`src/rtl/hpci_pkg.sv`:
```
`timescale 1ns/1ps
package hpci_pkg;

   localparam int unsigned PA_W = 32;

   typedef enum logic [2:0] {
      TGT_NONE   = 3'd0,
      TGT_SYSMEM = 3'd1,
      TGT_PCIMEM = 3'd2,
      TGT_PCIIO  = 3'd3,
      TGT_CFGADR = 3'd4,
      TGT_CFGDAT = 3'd5,
      TGT_ERR    = 3'd6
   } tgt_e;

   typedef struct packed {
      tgt_e            tgt;
      logic [PA_W-1:0] addr;
      logic            fill;
      logic            err;
   } dec_s;

   // host-side windows, index into the window compare array
   localparam int unsigned NWIN    = 6;
   localparam int unsigned WI_HOLE = 0;
   localparam int unsigned WI_UNCL = 1;
   localparam int unsigned WI_IOW  = 2;
   localparam int unsigned WI_RSV  = 3;
   localparam int unsigned WI_CFGA = 4;
   localparam int unsigned WI_CFGD = 5;

endpackage

```
`src/rtl/hpci_io_xlate.sv`:
```
`timescale 1ns/1ps
// Forms the PCI I/O address from the low part of the host address.
module hpci_io_xlate
   import hpci_pkg::*;
#(
   parameter bit          DISCONTIG_EN = 1'b1,
   parameter int unsigned CLR_BITS     = 8,
   // gathered fields, numbered with bit 0 as the most significant host bit
   parameter int unsigned F1_FIRST     = 9,
   parameter int unsigned F1_LAST      = 19,
   parameter int unsigned F2_FIRST     = 27,
   parameter int unsigned F2_LAST      = 31
)(
   input  logic [PA_W-CLR_BITS-1:0] low_i,
   input  logic                     discontig_i,
   output logic [PA_W-1:0]          pci_o,
   output logic                     gather_o
);
   localparam int unsigned LOW_W = PA_W - CLR_BITS;
   localparam int unsigned F1_W  = F1_LAST - F1_FIRST + 1;
   localparam int unsigned F2_W  = F2_LAST - F2_FIRST + 1;
   localparam int unsigned PAD_W = PA_W - F1_W - F2_W;
   localparam int unsigned F1_HI = PA_W - 1 - F1_FIRST;
   localparam int unsigned F1_LO = PA_W - 1 - F1_LAST;
   localparam int unsigned F2_HI = PA_W - 1 - F2_FIRST;
   localparam int unsigned F2_LO = PA_W - 1 - F2_LAST;

   if (CLR_BITS == 0 || CLR_BITS >= PA_W) begin : g_bad_clr
      $error("hpci_io_xlate: CLR_BITS out of range");
   end
   if (F1_LAST < F1_FIRST || F2_LAST < F2_FIRST || F2_FIRST <= F1_LAST) begin : g_bad_fld
      $error("hpci_io_xlate: gather fields must be ordered and disjoint");
   end
   if (F1_FIRST < CLR_BITS || F2_LAST >= PA_W) begin : g_bad_rng
      $error("hpci_io_xlate: gather fields must lie in the low address part");
   end

   logic [PA_W-1:0] cleared;
   logic [PA_W-1:0] gathered;

   assign cleared = {{CLR_BITS{1'b0}}, low_i};

   if (DISCONTIG_EN) begin : g_gather
      assign gathered = {{PAD_W{1'b0}}, low_i[F1_HI:F1_LO], low_i[F2_HI:F2_LO]};
      assign gather_o = discontig_i;
   end else begin : g_contig
      assign gathered = cleared;
      assign gather_o = discontig_i & 1'b0;
   end

   assign pci_o = gather_o ? gathered : cleared;

   // keep widths honest for the derived slices
   if (F1_HI >= LOW_W) begin : g_bad_slice
      $error("hpci_io_xlate: field one exceeds the translated part");
   end
endmodule

```
`src/rtl/hpci_host_dec.sv`:
```
`timescale 1ns/1ps
// Host-side address classification and translation (combinational).
module hpci_host_dec
   import hpci_pkg::*;
#(
   parameter logic [PA_W-1:0] HOLE_LO = 32'h000A_0000,
   parameter logic [PA_W-1:0] HOLE_HI = 32'h000F_FFFF,
   parameter logic [PA_W-1:0] UNCL_LO = 32'h4000_0000,
   parameter logic [PA_W-1:0] UNCL_HI = 32'h7FFF_FFFF,
   parameter logic [PA_W-1:0] IOW_LO  = 32'hFE00_0000,
   parameter logic [PA_W-1:0] IOW_HI  = 32'hFEBF_FFFF,
   parameter logic [PA_W-1:0] RSV_LO  = 32'hFE01_0000,
   parameter logic [PA_W-1:0] RSV_HI  = 32'hFE7F_FFFF,
   parameter logic [PA_W-1:0] CFGA_LO = 32'hFEC0_0000,
   parameter logic [PA_W-1:0] CFGA_HI = 32'hFEDF_FFFF,
   parameter logic [PA_W-1:0] CFGD_LO = 32'hFEE0_0000,
   parameter logic [PA_W-1:0] CFGD_HI = 32'hFEEF_FFFF,
   parameter int unsigned     CLR_BITS     = 8,
   parameter bit              DISCONTIG_EN = 1'b1
)(
   input  logic [PA_W-1:0] addr_i,
   input  logic            write_i,
   input  logic            discontig_i,
   input  logic            err_en_i,
   input  logic            hole_pci_i,
   output dec_s            dec_o
);
   localparam logic [PA_W-1:0] WLO [NWIN] = '{HOLE_LO, UNCL_LO, IOW_LO, RSV_LO, CFGA_LO, CFGD_LO};
   localparam logic [PA_W-1:0] WHI [NWIN] = '{HOLE_HI, UNCL_HI, IOW_HI, RSV_HI, CFGA_HI, CFGD_HI};

   if (HOLE_HI >= UNCL_LO || UNCL_HI >= IOW_LO) begin : g_bad_order
      $error("hpci_host_dec: hole, unclaimed and I/O windows must ascend");
   end
   if (RSV_LO < IOW_LO || RSV_HI > IOW_HI) begin : g_bad_rsv
      $error("hpci_host_dec: reserved range must sit inside the I/O window");
   end
   if (CFGA_LO <= IOW_HI || CFGD_LO <= CFGA_HI) begin : g_bad_cfg
      $error("hpci_host_dec: configuration aliases must follow the I/O window");
   end

   logic [NWIN-1:0] hit;

   for (genvar w = 0; w < NWIN; w++) begin : g_win
      if (WLO[w] > WHI[w]) begin : g_bad
         $error("hpci_host_dec: window bounds inverted");
      end
      assign hit[w] = (addr_i >= WLO[w]) && (addr_i <= WHI[w]);
   end

   logic [PA_W-1:0] io_addr;
   logic [PA_W-1:0] top_clr;
   logic            gather;

   hpci_io_xlate #(
      .DISCONTIG_EN (DISCONTIG_EN),
      .CLR_BITS     (CLR_BITS)
   ) u_xlate (
      .low_i       (addr_i[PA_W-CLR_BITS-1:0]),
      .discontig_i (discontig_i),
      .pci_o       (io_addr),
      .gather_o    (gather)
   );

   assign top_clr = {{CLR_BITS{1'b0}}, addr_i[PA_W-CLR_BITS-1:0]};

   logic unclaimed;
   dec_s d;

   always_comb begin
      d         = '0;
      unclaimed = 1'b0;
      if (hit[WI_UNCL]) begin
         unclaimed = 1'b1;
      end else if (addr_i < UNCL_LO) begin
         if (hit[WI_HOLE] && hole_pci_i) begin
            d.tgt  = TGT_PCIMEM;
            d.addr = top_clr;
         end else begin
            d.tgt  = TGT_SYSMEM;
            d.addr = addr_i;
         end
      end else if (hit[WI_IOW]) begin
         if (!gather && hit[WI_RSV]) begin
            unclaimed = 1'b1;
         end else begin
            d.tgt  = TGT_PCIIO;
            d.addr = io_addr;
         end
      end else if (hit[WI_CFGA]) begin
         d.tgt = TGT_CFGADR;
      end else if (hit[WI_CFGD]) begin
         d.tgt = TGT_CFGDAT;
      end else begin
         d.tgt  = TGT_PCIMEM;
         d.addr = top_clr;
      end

      if (unclaimed) begin
         if (err_en_i) begin
            d.tgt = TGT_ERR;
            d.err = 1'b1;
         end else begin
            d.tgt  = TGT_NONE;
            d.fill = !write_i;
         end
      end
   end

   assign dec_o = d;
endmodule

```
`src/rtl/hpci_pci_dec.sv`:
```
`timescale 1ns/1ps
// Inbound PCI classification: system memory cycle or none.
module hpci_pci_dec
   import hpci_pkg::*;
#(
   parameter logic [PA_W-1:0] HOLE_LO = 32'h000A_0000,
   parameter logic [PA_W-1:0] HOLE_HI = 32'h000F_FFFF
)(
   input  logic [PA_W-1:0] addr_i,
   input  logic            io_i,
   input  logic            hole_sys_i,
   input  logic [PA_W-1:0] top_i,
   output dec_s            dec_o
);
   if (HOLE_LO > HOLE_HI || HOLE_LO == '0) begin : g_bad_hole
      $error("hpci_pci_dec: hole must be non-empty and start above zero");
   end

   logic sys_hit;

   always_comb begin
      sys_hit = 1'b0;
      if (!io_i) begin
         if (addr_i < HOLE_LO)
            sys_hit = 1'b1;
         else if (addr_i <= HOLE_HI)
            sys_hit = hole_sys_i;
         else
            sys_hit = (addr_i <= top_i);
      end
   end

   always_comb begin
      dec_o = '0;
      if (sys_hit) begin
         dec_o.tgt  = TGT_SYSMEM;
         dec_o.addr = addr_i;
      end
   end
endmodule

```
`src/rtl/hpci_rsp_hold.sv`:
```
`timescale 1ns/1ps
// One-entry response register: loaded on acceptance, released on acknowledge.
module hpci_rsp_hold
   import hpci_pkg::*;
(
   input  logic clk,
   input  logic rst_n,
   input  logic load_i,
   input  dec_s dec_i,
   input  logic ack_i,
   output logic valid_o,
   output dec_s dec_o
);
   dec_s held;
   logic err_q;

   always_ff @(posedge clk) begin
      if (!rst_n) begin
         valid_o <= 1'b0;
         held    <= '0;
         err_q   <= 1'b0;
      end else begin
         err_q <= 1'b0;
         if (load_i) begin
            valid_o <= 1'b1;
            held    <= dec_i;
            err_q   <= dec_i.err;
         end else if (ack_i) begin
            valid_o <= 1'b0;
         end
      end
   end

   always_comb begin
      dec_o     = held;
      dec_o.err = err_q;
   end

   // a held response does not move until acknowledged
   assert_hold_stable_R2: assert property (@(posedge clk) disable iff (!rst_n)
      (valid_o && !ack_i) |=> (valid_o && $stable(held.tgt) && $stable(held.addr) && $stable(held.fill)));

   // the error strobe never lasts two cycles
   assert_err_single_R9: assert property (@(posedge clk) disable iff (!rst_n)
      err_q |=> !err_q);

   // an all-ones fill only accompanies the no-target code
   assert_fill_none_R10: assert property (@(posedge clk) disable iff (!rst_n)
      (valid_o && held.fill) |-> (held.tgt == TGT_NONE));
endmodule

```
`src/rtl/hpci_bridge_dec.sv`:
```
`timescale 1ns/1ps
module hpci_bridge_dec
   import hpci_pkg::*;
#(
   parameter int unsigned     DATA_W       = 64,
   parameter bit              DISCONTIG_EN = 1'b1,
   parameter int unsigned     CLR_BITS     = 8,
   parameter logic [PA_W-1:0] HOLE_LO = 32'h000A_0000,
   parameter logic [PA_W-1:0] HOLE_HI = 32'h000F_FFFF,
   parameter logic [PA_W-1:0] UNCL_LO = 32'h4000_0000,
   parameter logic [PA_W-1:0] UNCL_HI = 32'h7FFF_FFFF,
   parameter logic [PA_W-1:0] IOW_LO  = 32'hFE00_0000,
   parameter logic [PA_W-1:0] IOW_HI  = 32'hFEBF_FFFF,
   parameter logic [PA_W-1:0] RSV_LO  = 32'hFE01_0000,
   parameter logic [PA_W-1:0] RSV_HI  = 32'hFE7F_FFFF,
   parameter logic [PA_W-1:0] CFGA_LO = 32'hFEC0_0000,
   parameter logic [PA_W-1:0] CFGA_HI = 32'hFEDF_FFFF,
   parameter logic [PA_W-1:0] CFGD_LO = 32'hFEE0_0000,
   parameter logic [PA_W-1:0] CFGD_HI = 32'hFEEF_FFFF
)(
   input  logic              clk,
   input  logic              rst_n,
   input  logic              req_valid,
   output logic              req_ready,
   input  logic [PA_W-1:0]   req_addr,
   input  logic              req_write,
   input  logic              req_inbound,
   input  logic              req_io,
   input  logic              mode_discontig,
   input  logic              mode_err_en,
   input  logic              mode_hole_host_pci,
   input  logic              mode_hole_pci_sys,
   input  logic [PA_W-1:0]   mode_mem_top,
   output logic              rsp_valid,
   input  logic              rsp_ack,
   output logic [2:0]        rsp_target,
   output logic [PA_W-1:0]   rsp_addr,
   output logic              rsp_err,
   output logic              rsp_fill,
   output logic [DATA_W-1:0] rsp_rdata
);
   if (DATA_W < 8 || (DATA_W % 8) != 0) begin : g_bad_data
      $error("hpci_bridge_dec: DATA_W must be a whole number of bytes");
   end

   dec_s host_dec;
   dec_s pci_dec;
   dec_s next_dec;
   dec_s out_dec;
   logic accept;

   hpci_host_dec #(
      .HOLE_LO (HOLE_LO), .HOLE_HI (HOLE_HI),
      .UNCL_LO (UNCL_LO), .UNCL_HI (UNCL_HI),
      .IOW_LO  (IOW_LO),  .IOW_HI  (IOW_HI),
      .RSV_LO  (RSV_LO),  .RSV_HI  (RSV_HI),
      .CFGA_LO (CFGA_LO), .CFGA_HI (CFGA_HI),
      .CFGD_LO (CFGD_LO), .CFGD_HI (CFGD_HI),
      .CLR_BITS     (CLR_BITS),
      .DISCONTIG_EN (DISCONTIG_EN)
   ) u_host (
      .addr_i      (req_addr),
      .write_i     (req_write),
      .discontig_i (mode_discontig),
      .err_en_i    (mode_err_en),
      .hole_pci_i  (mode_hole_host_pci),
      .dec_o       (host_dec)
   );

   hpci_pci_dec #(
      .HOLE_LO (HOLE_LO),
      .HOLE_HI (HOLE_HI)
   ) u_pci (
      .addr_i     (req_addr),
      .io_i       (req_io),
      .hole_sys_i (mode_hole_pci_sys),
      .top_i      (mode_mem_top),
      .dec_o      (pci_dec)
   );

   assign next_dec = req_inbound ? pci_dec : host_dec;
   assign accept   = req_valid && req_ready;

   hpci_rsp_hold u_hold (
      .clk     (clk),
      .rst_n   (rst_n),
      .load_i  (accept),
      .dec_i   (next_dec),
      .ack_i   (rsp_ack),
      .valid_o (rsp_valid),
      .dec_o   (out_dec)
   );

   assign req_ready  = !rsp_valid;
   assign rsp_target = out_dec.tgt;
   assign rsp_addr   = out_dec.addr;
   assign rsp_err    = out_dec.err;
   assign rsp_fill   = rsp_valid && out_dec.fill;
   assign rsp_rdata  = {DATA_W{rsp_fill}};

   // acceptance yields a response on the next cycle and blocks new requests
   assert_accept_rsp_R2: assert property (@(posedge clk) disable iff (!rst_n)
      accept |=> (rsp_valid && !req_ready));

   // an acknowledge frees the block on the following cycle
   assert_ack_release_R2: assert property (@(posedge clk) disable iff (!rst_n)
      (rsp_valid && rsp_ack) |=> !rsp_valid);

   // forwarded PCI memory addresses never carry the top byte
   assert_pmem_clear_R5: assert property (@(posedge clk) disable iff (!rst_n)
      (rsp_valid && rsp_target == TGT_PCIMEM) |-> (rsp_addr[PA_W-1 -: CLR_BITS] == '0));

   // configuration aliases ignore the address entirely
   assert_cfg_addr_R8: assert property (@(posedge clk) disable iff (!rst_n)
      (rsp_valid && (rsp_target == TGT_CFGADR || rsp_target == TGT_CFGDAT)) |-> (rsp_addr == '0));

   // the error strobe appears only in the first response cycle, with the error code
   assert_err_first_R9: assert property (@(posedge clk) disable iff (!rst_n)
      rsp_err |-> ($rose(rsp_valid) && rsp_target == TGT_ERR));

   // inbound I/O never produces a system memory cycle
   assert_inb_io_R12: assert property (@(posedge clk) disable iff (!rst_n)
      (accept && req_inbound && req_io) |=> (rsp_target == TGT_NONE && !rsp_err));
endmodule

```
`config.mk`:
```
export PLATFORM = sky130hd
export DESIGN_NAME = hpci_bridge_dec
export DESIGN_NICKNAME = d
export VERILOG_FILES = /design/src/rtl/hpci_pkg.sv /design/src/rtl/hpci_io_xlate.sv /design/src/rtl/hpci_host_dec.sv /design/src/rtl/hpci_pci_dec.sv /design/src/rtl/hpci_rsp_hold.sv /design/src/rtl/hpci_bridge_dec.sv
export SDC_FILE = /design/constraint.sdc
export NUM_CORES = 1
export LEC_CHECK = 0
export BUFFER_PORTS_ARGS = -buffer_cell sky130_fd_sc_hd__clkbuf_2
export CAP_MARGIN = 20
export CORE_ASPECT_RATIO = 0.7
export CORE_UTILIZATION = 51
export DETAILED_ROUTE_END_ITERATION = 6
export GPL_TIMING_DRIVEN = 0
export PLACE_DENSITY_LB_ADDON = 0.15
export SYNTH_ARGS = -nofsm -noshare
export SYNTH_HDL_FRONTEND = slang
export SYNTH_HIERARCHICAL = 1
export SYNTH_SLANG_ARGS = --single-unit
```
`constraint.sdc`:
```
create_clock -name clk -period 2.8 [get_ports clk]
set_input_delay 0.28 -clock clk [delete_from_list [all_inputs] [get_ports clk]]
set_output_delay 0.28 -clock clk [all_outputs]
set_load 0.01 [all_outputs]
```
* After elaboration in Yosys (flattened, before gate mapping)
Index checks and enable logic that the tools add are counted.
Operators by class: mux-type cells 26, order comparisons 15, bitwise logic cells 2, reduce and logical (&&, ||, !) cells 16
Operators by type and width (number):
- $ge A32 B32 Y1 const B | 4
- $le A32 B32 Y1 const B | 4
- $mux W35 | 3
- $mux W34 | 2
- $mux W24 | 2
- $mux W37 | 1
- $mux W33 | 1
- $ge A32 B20 Y1 const B | 1
- $ge A32 B31 Y1 const B | 1
- $le A32 B20 Y1 const B | 1
- $le A32 B31 Y1 const B | 1
- $le A32 B32 Y1 | 1
- $lt A32 B20 Y1 const B | 1
- $lt A32 B31 Y1 const B | 1
- $mux W32 | 1
- $mux W3 | 4
- $mux W1 | 11
- $logic_and A1 B1 Y1 | 10
- $logic_not A1 Y1 | 3
- $reduce_or A3 Y1 | 1
- $mux W2 | 1
- $not A1 Y1 | 2
- $reduce_and A2 Y1 | 1
- $reduce_bool A2 Y1 | 1
Word-level totals: input bits 75, register bits 38, logic and storage cells 64, output and inout bits 103

* Logic depth before layout (Yosys ltp)
depth in word-level cells 9, depth in mapped cells 12, mapped depth without buffers 10

* By module
Netlist, hierarchy kept.
Modules (own cells, without submodules):
- hpci_rsp_hold | sequential area each 760.7 µm², times used 1, area each 1438.9 µm², cells an instance 122
- hpci_pci_dec | sequential area each 0.0 µm², times used 1, area each 1397.6 µm², cells an instance 192
- hpci_bridge_dec | sequential area each 0.0 µm², times used 1, area each 1097.3 µm², cells an instance 108
- hpci_host_dec | sequential area each 0.0 µm², times used 1, area each 493.0 µm², cells an instance 66
- hpci_io_xlate | sequential area each 0.0 µm², times used 1, area each 336.6 µm², cells an instance 36

* Worst setup path before layout
OpenSTA, ideal clock, no wires.
path type in2reg, start point input mode_mem_top[1], end point register u_hold.held (netlist bit u_hold/dec_o[34]), arrival time 2.271 ns, cell stages on the path 12, setup slack 0.413 ns, path buffers 2, library setup time 0.116 ns, required time 2.684 ns, path through inv_1 > ha_1 > nor2b_1 > o211ai_1 > a2111o_1 > a31oi_2 > buf_6 > nor3_2 > buf_4 > mux2_2 > mux2i_1 > nor2b_1
RTL lines:
- start: declaration | RTL line hpci_bridge_dec.sv:33 | input logic [PA_W-1:0] mode_mem_top,
- end signal: assignment | RTL line hpci_rsp_hold.sv:26 | held <= dec_i;
- end: declaration | RTL line hpci_rsp_hold.sv:14 | dec_s held;

==> flow_metrics.env <==
export IMPL_outcome="completed"
export IMPL_grt_pass1_wl_um=20200
export IMPL_setup_viol=0
export IMPL_detail_route_antenna_nets=0
export IMPL_coreArea_um2=9070
export IMPL_hold_buffers=0
export IMPL_clock_sinks=38
export IMPL_clock_fmax_ghz=0.387
export IMPL_synthCells=524
export IMPL_vias_per_cell=5.03
export IMPL_cp_start_kind="input port"
export IMPL_worstPathArrival_ns=2.76
export IMPL_dp_hpwl_um=10100
export IMPL_finalMaxSlewViolations=0
export IMPL_syn_to_final_growth_pct=26.2
export IMPL_synth_area_leaders="dfxtp_1 16%, buf_4 13%, mux2_4 10%, ha_1 8.4%, mux2i_1 7.6%"
export IMPL_numCtsBuffers=5
export IMPL_hold_class="in2reg"
export IMPL_synth_cell_type_count=52
export IMPL_overflow=0
export IMPL_numPortBuffers=174
export IMPL_synth_top_area_cell="dfxtp_1"
export IMPL_min_period_ns=2.58
export IMPL_num_vias=4229
export IMPL_leakagePower_nw=3.29
export IMPL_grt_max_degree=66
export IMPL_tightest_slew_ns=1.03
export IMPL_drt_iter0_markers=236
export IMPL_htreeDepth=2
export IMPL_rsz0062_at_grt="no"
export IMPL_cts_tree="yes"
export IMPL_yosysMostFrequentCell="buf_4"
export IMPL_cp_slowest_cell="a31oi_2"
export IMPL_p_total_w=0.00196
export IMPL_critical_path_max_fanout=10
export IMPL_n_antenna_cell=0
export IMPL_drv_cap=0
export IMPL_clkTransAtPathRegs_ns=0.06
export IMPL_remaining_drc_errors=0
export IMPL_cts_root_buf="clkbuf_16"
export IMPL_wirelength_um=12400
export IMPL_io_pins=178
export IMPL_endpoint_kind="register"
export IMPL_ys_top_cells_by_count="85 x buf_4, 40 x nor2b_1, 38 x dfxtp_1"
export IMPL_finalCritPeriodShare_pct=92.2
export IMPL_clock_skew_ns=0.00700
export IMPL_cts_repair_resized=0
export IMPL_start_util_pct=52.5
export IMPL_finalHoldViolCount=0
export IMPL_die_height_um=82.9
export IMPL_synthFlopType="dfxtp_1"
export IMPL_core_rowCount=29
export IMPL_synthArstFlopShare_pct=0
export IMPL_dieArea_um2=9740
export IMPL_routedWlPerCell_um=14.8
export IMPL_synth_area_per_cell_um2=9.09
export IMPL_fin_util_pct=66.3
export IMPL_antenna_found_initial=0
export IMPL_final_nets=822
export IMPL_slew_headroom_pct=31.0
export IMPL_drt_pass1_iterations=4
export IMPL_drive_gt1_share_pct=53.8
export IMPL_yosysSeqAreaShare_pct=16.0
export IMPL_clk_latency_ns=0.28
export IMPL_power_density_nw_per_um2=325
export IMPL_nFillCells=789
export IMPL_grt_usage_pct=25.5
export IMPL_post_cts_buffers=0
export IMPL_die_width_um=118
export IMPL_cp_buffers_inverters=3
export IMPL_criticalPathCategory="in2reg"
export IMPL_synth_edf_count=0
export IMPL_cp_cell_sequence="clkbuf_2 -> ha_1 -> nand4_1 -> nor3_1 -> nand2_1 -> a31oi_2 -> buf_2 -> nor3_2 -> buf_4 -> mux2_2 -> mux2i_1 -> nor2b_1"
export IMPL_ir_drop_uv=243
export IMPL_synth_ff_latch_count=38
export IMPL_clock_path_buffers=2
export IMPL_yosysWarnings=6
export IMPL_synth_top_cell_area_share_pct=16.0
export IMPL_place_congestion=0.820
export IMPL_crit_required_ns=2.98
export IMPL_grt_pass1_vias=3958
export IMPL_synth_area_um2=4760
export IMPL_critPathTopFamily="buffers and inverters"
export IMPL_critical_path_max_stage_delay_ns=0.41
power by group:
part | internal [W] | switching, W
Combinational | 0.000365 | 0.000357
Sequential | 0.000570 | 0.0000188
Clock | 0.000420 | 0.000226
Total | 0.00136 | 0.000602
state kept, by name (all words and copies together), names as in the netlist:
| name | count |
|---|---|
| u_hold/dec_o | 36 |
| u_hold/err_q | 1 |
| u_hold/valid_o | 1 |
logic make-up (layout without fill, tap and decap cells):
logic type,after synthesis,in the layout,synth area share [%]
flip-flops,38,38,16.0
buffers and inverters,147,329,21.2
other,2,12,0.158
AND/OR/NAND/NOR,152,152,22.0
multiplexers,84,84,21.4
adder cells (fa/ha/maj),32,32,8.41
AO/OA/AOI/OAI,69,69,10.8
metal layers:
metal	vias up	wire [um]	GRT usage, %
met2	172	5350	40.5
met5	-	0	0
met1	1926	6150	36.2
met4	0	111	5.48
met3	11	796	3.98
li1	2120	-	-
area by class of cell:
| type | count | area (um^2) | area share, % |
|---|---|---|---|
| multi-input cells | 349 | 3050 | 50.7 |
| plain buffers | 111 | 875 | 14.5 |
| repair buffers | 174 | 871 | 14.5 |
| flip-flops and latches | 38 | 761 | 12.7 |
| well taps | 124 | 155 | 2.58 |
| inverters | 36 | 135 | 2.25 |
| clock buffers | 5 | 125 | 2.08 |
| clock inverters | 3 | 45.0 | 0.749 |
stage by stage:
step	worst slack, ns	cell area (um^2)	hold slack [ns]	setup TNS (ns)	cells
detailed placement	-0.215	5830	0.506	-3.47	832
finish	0.219	6010	0.304	0	840
CTS	0.0853	6000	0.301	0	840
global route	0.0448	6010	0.314	0	840
floorplan	0.413	4800	0.474	0	534
global placement	-0.147	5830	0.487	-0.950	832
final timing paths:
check             slack, ns                          from                            end  cells after the start
setup / recovery       0.22                  req_addr[31]  u_hold/dec_o[34]$_SDFFE_PN0P_                     12
hold / removal         0.30                       rsp_ack    u_hold/valid_o$_SDFFE_PN0P_                      3
setup reg to reg       1.45   u_hold/valid_o$_SDFFE_PN0P_  u_hold/dec_o[30]$_SDFFE_PN0P_                      5
hold reg to reg        0.51  u_hold/dec_o[1]$_SDFFE_PN0P_   u_hold/dec_o[1]$_SDFFE_PN0P_                      2
worst register-to-register path, stage by stage (launching register included):
cell	delay (ns)
dfxtp_1	0.34
nor2b_1	0.22
buf_6	0.22
buf_8	0.17
mux2i_1	0.22
nor2b_1	0.06
cell usage in the layout, fill, tap and decap left out, types with 6 or more instances in the layout:
cell,count
a21oi_1,16
a22o_1,30
and2b_2,8
buf_2,9
buf_4,85
buf_6,6
clkbuf_2,174
conb_1,12
dfxtp_1,38
ha_1,32
inv_1,35
mux2_2,16
mux2_4,32
mux2i_1,36
nand2_1,31
nand4_1,9
nor2_1,6
nor2b_1,40
nor3_2,21
nor3b_2,10
nor4_1,6
o21ai_0,7
No activity file was read; power rests on OpenSTA's default activity.
